<file path="src/rtl/coef_bank_pkg.sv">
package coef_bank_pkg;
  typedef enum logic [1:0] {
    SYM_NONE = 2'b00,
    SYM_EVEN = 2'b01,
    SYM_ODD  = 2'b10,
    SYM_RSVD = 2'b11
  } sym_e;

  typedef struct packed {
    sym_e sym;
    logic coef_sgn;
    logic data_sgn;
  } mode_t;

  function automatic logic unsigned_result(input mode_t a, input mode_t b);
    logic a_ok, b_ok;
    a_ok = (a.sym == SYM_EVEN) && !a.coef_sgn && !a.data_sgn;
    b_ok = (b.sym == SYM_EVEN) && !b.coef_sgn && !b.data_sgn;
    return a_ok && b_ok;
  endfunction
endpackage

</file>
<file path="src/rtl/wr_decode.sv">
module wr_decode #(
  parameter int AW        = 9,
  parameter int SELW      = 5,
  parameter int TAPW      = 3,
  parameter int CTRL_BASE = 256
) (
  input  logic            clk,
  input  logic            rst_n,
  input  logic            wr_stb,
  input  logic [AW-1:0]   wr_addr,
  output logic            wr_fire,
  output logic            bank_we,
  output logic [SELW-1:0] bank_idx,
  output logic [TAPW-1:0] tap_idx,
  output logic            ctrl_we_a,
  output logic            ctrl_we_b
);
  logic stb_q;

  always_ff @(posedge clk) begin
    if (!rst_n) stb_q <= 1'b0;
    else        stb_q <= wr_stb;
  end

  assign wr_fire   = wr_stb && !stb_q;
  assign bank_idx  = wr_addr[TAPW +: SELW];
  assign tap_idx   = wr_addr[TAPW-1:0];
  assign bank_we   = wr_fire && (wr_addr <  AW'(CTRL_BASE));
  assign ctrl_we_a = wr_fire && (wr_addr == AW'(CTRL_BASE));
  assign ctrl_we_b = wr_fire && (wr_addr == AW'(CTRL_BASE + 1));


  single_fire_chk: assert property (@(posedge clk) disable iff (!rst_n)
    wr_fire |=> !wr_fire);


  decode_excl_chk: assert property (@(posedge clk) disable iff (!rst_n)
    $onehot0({bank_we, ctrl_we_a, ctrl_we_b}));
endmodule

</file>
<file path="src/rtl/coef_bank_array.sv">
module coef_bank_array #(
  parameter int CW    = 10,
  parameter int TAPS  = 8,
  parameter int BANKS = 32,
  parameter int SELW  = 5,
  parameter int TAPW  = 3
) (
  input  logic               clk,
  input  logic               rst_n,
  input  logic               we,
  input  logic [SELW-1:0]    bank_idx,
  input  logic [TAPW-1:0]    tap_idx,
  input  logic [CW-1:0]      wdata,
  input  logic [SELW-1:0]    rd_sel,
  output logic [TAPS*CW-1:0] taps
);
  logic [CW-1:0] mem [BANKS][TAPS];

  always_ff @(posedge clk) begin
    if (!rst_n) begin
      for (int b = 0; b < BANKS; b++)
        for (int t = 0; t < TAPS; t++)
          mem[b][t] <= '0;
    end else if (we) begin
      mem[bank_idx][tap_idx] <= wdata;
    end
  end

  for (genvar t = 0; t < TAPS; t++) begin : g_tap
    assign taps[t*CW +: CW] = mem[rd_sel][t];
  end


  write_lands_chk: assert property (@(posedge clk) disable iff (!rst_n)
    we |=> mem[$past(bank_idx)][$past(tap_idx)] == $past(wdata));
endmodule

</file>
<file path="src/rtl/ctrl_regs.sv">
module ctrl_regs
  import coef_bank_pkg::*;
(
  input  logic       clk,
  input  logic       rst_n,
  input  logic       we_a,
  input  logic       we_b,
  input  logic [3:0] wdata,
  output logic [3:0] mode_a,
  output logic [3:0] mode_b,
  output logic       out_unsigned
);
  mode_t reg_a, reg_b;

  always_ff @(posedge clk) begin
    if (!rst_n) begin
      reg_a <= '0;
      reg_b <= '0;
    end else begin
      if (we_a) reg_a <= mode_t'(wdata);
      if (we_b) reg_b <= mode_t'(wdata);
    end
  end

  assign mode_a       = reg_a;
  assign mode_b       = reg_b;
  assign out_unsigned = unsigned_result(reg_a, reg_b);


  mode_load_chk: assert property (@(posedge clk) disable iff (!rst_n)
    we_a |=> mode_a == $past(wdata));


  mode_hold_chk: assert property (@(posedge clk) disable iff (!rst_n)
    !we_a && !we_b |=> $stable(mode_a) && $stable(mode_b));
endmodule

</file>
<file path="src/rtl/coef_bank_regfile.sv">
module coef_bank_regfile #(
  parameter int CW    = 10,
  parameter int AW    = 9,
  parameter int TAPS  = 8,
  parameter int BANKS = 32
) (
  input  logic               clk,
  input  logic               rst_n,
  input  logic               wr_stb,
  input  logic [8:0]         wr_addr,
  input  logic [9:0]         wr_data,
  input  logic [4:0]         coef_sel,
  output logic [79:0]        coef_taps,
  output logic [3:0]         mode_a,
  output logic [3:0]         mode_b,
  output logic               out_unsigned
);
  localparam int SELW      = $clog2(BANKS);
  localparam int TAPW      = $clog2(TAPS);
  localparam int CTRL_BASE = BANKS * TAPS;

  logic            wr_fire, bank_we, ctrl_we_a, ctrl_we_b;
  logic [SELW-1:0] bank_idx, sel_q;
  logic [TAPW-1:0] tap_idx;
  logic            past_ok;

  always_ff @(posedge clk) begin
    if (!rst_n) begin
      sel_q   <= '0;
      past_ok <= 1'b0;
    end else begin
      sel_q   <= coef_sel;
      past_ok <= 1'b1;
    end
  end

  wr_decode #(.AW(AW), .SELW(SELW), .TAPW(TAPW), .CTRL_BASE(CTRL_BASE)) u_dec (
    .clk(clk), .rst_n(rst_n), .wr_stb(wr_stb), .wr_addr(wr_addr),
    .wr_fire(wr_fire), .bank_we(bank_we), .bank_idx(bank_idx), .tap_idx(tap_idx),
    .ctrl_we_a(ctrl_we_a), .ctrl_we_b(ctrl_we_b)
  );

  coef_bank_array #(.CW(CW), .TAPS(TAPS), .BANKS(BANKS), .SELW(SELW), .TAPW(TAPW)) u_banks (
    .clk(clk), .rst_n(rst_n), .we(bank_we), .bank_idx(bank_idx), .tap_idx(tap_idx),
    .wdata(wr_data), .rd_sel(sel_q), .taps(coef_taps)
  );

  ctrl_regs u_ctrl (
    .clk(clk), .rst_n(rst_n), .we_a(ctrl_we_a), .we_b(ctrl_we_b),
    .wdata(wr_data[3:0]), .mode_a(mode_a), .mode_b(mode_b), .out_unsigned(out_unsigned)
  );


  taps_steady_chk: assert property (@(posedge clk) disable iff (!rst_n)
    past_ok && !wr_fire && (coef_sel == sel_q) |=> $stable(coef_taps));


  unmapped_ignored_chk: assert property (@(posedge clk) disable iff (!rst_n)
    wr_fire && (wr_addr > AW'(CTRL_BASE + 1)) |=> $stable(mode_a) && $stable(mode_b) && $stable(coef_taps) || $past(coef_sel) != $past(sel_q));


  unsigned_flag_chk: assert property (@(posedge clk) disable iff (!rst_n)
    out_unsigned |-> (mode_a == 4'b0100) && (mode_b == 4'b0100));
endmodule

</file>
<file path="config.mk">
export PLATFORM = sky130hd
export DESIGN_NAME = coef_bank_regfile
export DESIGN_NICKNAME = d
export VERILOG_FILES = /design/src/rtl/coef_bank_pkg.sv /design/src/rtl/wr_decode.sv /design/src/rtl/coef_bank_array.sv /design/src/rtl/ctrl_regs.sv /design/src/rtl/coef_bank_regfile.sv
export SDC_FILE = /design/constraint.sdc
export NUM_CORES = 2
export LEC_CHECK = 0
export CORE_ASPECT_RATIO = 1.1
export CORE_MARGIN = 5
export CORE_UTILIZATION = 43
export DETAILED_ROUTE_END_ITERATION = 10
export PLACE_DENSITY_LB_ADDON = 0.3
export SKIP_CTS_REPAIR_TIMING = 1
export SLEW_MARGIN = 0
export SYNTH_ARGS = -nofsm -noshare
export SYNTH_HDL_FRONTEND = slang
export SYNTH_HIERARCHICAL = 1
export SYNTH_SLANG_ARGS = --single-unit
</file>
<file path="constraint.sdc">
create_clock -name clk -period 4.1 [get_ports clk]
set_input_delay 0.615 -clock clk [delete_from_list [all_inputs] [get_ports clk]]
set_output_delay 0.615 -clock clk [all_outputs]
set_load 0.05 [all_outputs]
</file>
# Word-level counts from Yosys, hierarchy flattened
# Memories as Yosys holds them, arrays and structs flattened. A register that Yosys moved wholly into a read port is not among the register bits.
# Index checks and enable logic that the tools add are counted.
dict set report word_totals {
  register_bits 9
  mem_bits_rw 2560
  output_inout_bits 89
  word_cells 42
  n_memories 1
}
dict set report classes {
  order_cmp 3
  n_eq_ne 4
  muxes 10
  bitwise_logic 1
  n_reduce_logical 16
}
# memory words word_bits read_ports rd_ports_with_merged_regs write_ports line_no
set memory_table {}
lappend memory_table {u_banks.mem 32 80 1 1 32 coef_bank_array.sv:17} ;# logic [CW-1:0] mem [BANKS][TAPS];
# operator count
set op_table {}
lappend op_table {{80-bit two-way mux} 3}
lappend op_table {{80-bit OR reduction} 1}
lappend op_table {{10-bit demux with 3-bit select} 1}
lappend op_table {{9-bit equality test (second input constant)} 2}
lappend op_table {{1-bit logical AND} 10}
lappend op_table {{10-bit two-way mux} 1}
lappend op_table {{5-bit two-way mux} 2}
lappend op_table {{9-bit < comparator (second input constant)} 1}
lappend op_table {{1-bit logical NOT} 5}
lappend op_table {{2-bit by 1-bit equality test with 1-bit output (second input constant)} 2}
lappend op_table {{4-bit >= comparator (second input constant)} 1}
lappend op_table {{4-bit by 1-bit < comparator with 1-bit output (second input constant)} 1}
lappend op_table {{3-bit inverter with 4-bit output} 1}
lappend op_table {{1-bit two-way mux} 3}

# Longest topological paths before layout
dict set report logic_depth {
  ltp_word 8
  mapped_depth 9
  depth_no_buf 6
}

# Cells and area by module
# Netlist, hierarchy kept.
# module n_inst cells_each area_per_inst_um2 seq_area_each_um2
set by_module_without_submodules {}
lappend by_module_without_submodules {coef_bank_array 1 7852 118612.5 76873.7}
lappend by_module_without_submodules {ctrl_regs 1 29 325.3 160.2}
lappend by_module_without_submodules {wr_decode 1 18 138.9 20.0}
lappend by_module_without_submodules {coef_bank_regfile 1 10 131.4 100.1}

# Worst setup path before layout
# Ideal clock, no wire load.
dict set report synth_timing {
  path_kind {register -> output}
  startpoint {register, netlist name sel_q[2]}
  endpoint {output port coef_taps[11]}
  arrival_ns 2.784
  slack_ns 0.701
  path_stages_with_launch 8
  n_path_buf 5
  cell_sequence {dfxtp_1 buf_4 buf_4 buf_2 buf_2 buf_1 mux2i_1 a221oi_1}
}
# item line_no
set synth_lines {}
lappend synth_lines {{end: declaration} coef_bank_regfile.sv:13} ;# output logic [79:0] coef_taps,

==> flow_metrics.env <==
export IMPL_slowest_stage="mux4_2"
export IMPL_slowest_delay_ps=520
export IMPL_syn_area_um2=119000
export IMPL_syn_num_nets=7936
export IMPL_synth_seq_area_share_pct=64.7
export IMPL_synth_edf_count=2560
export IMPL_power_density_nw_per_um2=424
export IMPL_min_path_type="primary input to flip-flop"
export IMPL_place_inst=10991
export IMPL_path_cells="buf_12 > buf_12 > buf_16 > buf_12 > buf_12 > mux4_2 > mux4_2 > mux2_4 > buf_12"
export IMPL_leakage_uw=0.0578
export IMPL_viasPerCell=6.32
export IMPL_use_met2_pct=40.6
export IMPL_drt_iter0_drc=9823
export IMPL_netSwitchingPower_uw=13500
export IMPL_grt_overflow=0
export IMPL_cts_buffers=246
export IMPL_setup_violations=27
export IMPL_period_needed_ps=4220
export IMPL_cts_sinks=2574
export IMPL_final_cells=11564
export IMPL_wl_per_cell_um=31.8
export IMPL_fin_ws_ps=-123
export IMPL_yosysWarnings=6
export IMPL_critical_path_arrival_ps=3610
export IMPL_seqPwrFrac_pct=51.4
export IMPL_io_pins=116
export IMPL_violations="negative setup slack"
export IMPL_htreeDepth=4
export IMPL_tns_ps=-1250
export IMPL_power_share_clock_pct=39.8
export IMPL_reg2regPathDepth=9
export IMPL_num_rows=202
export IMPL_synthArstFlopShare_pct=0
export IMPL_synth_seq_cells=2574
export IMPL_yosys_area_share_adder_pct=0
export IMPL_required_ps=3480
export IMPL_dr_pass1_iters=5
export IMPL_met1_usage_pct=31.9
export IMPL_drive_gt1_share_pct=24.0
export IMPL_ant_nets=0
export IMPL_max_cap_viol_count=0
export IMPL_syn_avg_cell_area_um2=15.1
export IMPL_fin_worst_skew_ps=20.8
export IMPL_area_delta_synth_final_pct=14.5
export IMPL_max_slew_margin_rel_pct=22.0
export IMPL_synthMuxAreaShare_pct=15.5
export IMPL_whs_ps=306
export IMPL_tritoncts="done"
export IMPL_cp_start_kind="flip-flop"
export IMPL_place_gp_congestion=0.842
export IMPL_core_area_um2=276000
export IMPL_crit_path_frequent_cell="buf_12"
export IMPL_vias=73074
export IMPL_critical_path_class="flip-flop to output pin"
export IMPL_synth_compound_area_share_pct=0.591
export IMPL_drc=0
export IMPL_drv_slew=0
export IMPL_grt_max_degree=133
export IMPL_dieArea_um2=288000
export IMPL_nets=7707
export IMPL_synth_cells=7909
export IMPL_outcome="finished with violations"
export IMPL_p_int_uw=44400
export IMPL_worst_pin_slew_ps=1170
export IMPL_die_w_um=512
export IMPL_grt_total_usage_pct=24.2
export IMPL_synth_xor_area_share_pct=0
export IMPL_hold_viol=0
export IMPL_io_buffers=115
export IMPL_clock_tree_root_cell="clkbuf_16"
export IMPL_antenna_found_initial=8
export IMPL_dp_hpwl_um=222000
export IMPL_cts_buffer_depth=4
export IMPL_synthFlopType="edfxtp_1"
export IMPL_mostFrequentLayoutCells="and3_1, edfxtp_1, mux4_2"
export IMPL_power_frac_comb_pct=8.8
export IMPL_irDropWorstVdd_uv=345
export IMPL_synth_top_family_by_area="simple AND/OR/NAND/NOR gates"
export IMPL_grt_busiest_layer="met2"
export IMPL_die_h_um=562
export IMPL_critPathCaptureType="output pin"
export IMPL_worstPathMaxFanout=9
export IMPL_p_sw_share_pct=23.3
export IMPL_yosys_area_share_simple_pct=15.5
export IMPL_rsz0062_at_grt="true"
export IMPL_grtUsageMet3_pct=3.70
export IMPL_grt_pass1_vias=71764
export IMPL_ys_types=32
export IMPL_clock_fmax_ghz=0.237
export IMPL_grt_pass1_wl_um=518000
export IMPL_whs_path_depth=2
export IMPL_insertion_delay_ps=880
export IMPL_start_util_pct=43.2
export IMPL_clkSlewWorstSetupHoldPaths_ps=70
export IMPL_wl_um=367000
export IMPL_fin_crit_sh_pct=103
==> power groups by stage <==
stage	clock, uW	combinational (uW)	sequential [uW]
finish	23000	5090	29700
global route	24300	5250	29700
CTS	23300	4680	29700
detailed placement	0	4670	30300
global placement	0	4630	30300
floorplan	0	2660	30100
==> area by class of cell <==
cell class | count | area (um2)
clock inverter | 156 | 1460
fill | 22403 | 139000
tap | 3672 | 4590
multi-input combinational | 4216 | 38600
clock buffer | 295 | 6510
sequential | 2574 | 77200
timing repair buffer | 642 | 8090
antenna | 9 | 22.5
==> final timing paths <==
kind                                                     from                          endpoint  slack [ps]
worst max register to register         u_dec/stb_q$_SDFF_PN0_  u_banks/mem[30][5]$_SDFFCE_PN0P_        1170
worst max-delay path                      sel_q[0]$_SDFF_PN0_                     coef_taps[22]        -120
worst min-delay path                              coef_sel[3]               sel_q[3]$_SDFF_PN0_         310
worst min register to register  u_ctrl/mode_b[3]$_SDFFE_PN0P_     u_ctrl/mode_b[3]$_SDFFE_PN0P_         550
==> per-stage QoR <==
stage,instance area [um2],utilization [%],setup slack (ps),power (uW)
5_1_grt,136000,49.5,-141,59300
4_1_cts,134000,48.5,-548,57700
6_report,136000,49.5,-123,57800
3_3_place_gp,126000,45.6,394,34900
3_5_place_dp,126000,45.6,375,34900
2_1_floorplan,119000,-,701,32800
==> flip-flops by register name, indices dropped and copies added, names as in the netlist <==
signal and count:
u_banks/mem 2560, u_ctrl/mode_b 4, sel_q 5, u_dec/stb_q 1
u_ctrl/mode_a 4
==> critical path: cells and delay by family (launching register included) <==
family,cells,cell delay (ps)
buffers and inverters,6,890
multiplexers,3,1360
flip-flops,1,390
==> metal layers <==
layer / vias up / part of all wire (%)
met3: 667 / 8.8
met2: 4085 / 50
li1: 30289 / -
met5: - / 0
met4: 0 / 4.3
met1: 38033 / 37
==> synth_stat cells (all sizes together) (3+ instances only) <==
cell type | count | area, um2
mux2i | 143 | 1430
dfxtp | 14 | 280
nand2 | 516 | 1940
nand3b | 4 | 30.0
mux2 | 102 | 1150
and2 | 7 | 43.8
nor2b | 24 | 150
o21ai | 13 | 65.1
or3b | 3 | 26.3
clkbuf | 977 | 3670
and3 | 2560 | 16000
nand2b | 6 | 37.5
buf | 142 | 758
mux4 | 704 | 15900
nor2 | 38 | 143
edfxtp | 2560 | 76900
o22a | 13 | 114
o22ai | 35 | 219
a221oi | 35 | 307
nor4 | 3 | 25.0
==> logic make-up after synthesis <==
kind of cell | count (synthesis)
AND/OR/NAND/NOR | 3171
flip-flops | 2574
buffers and inverters | 1119
multiplexers | 949
AO/OA/AOI/OAI | 96
Note: power is estimated with default switching activity, not from simulation.
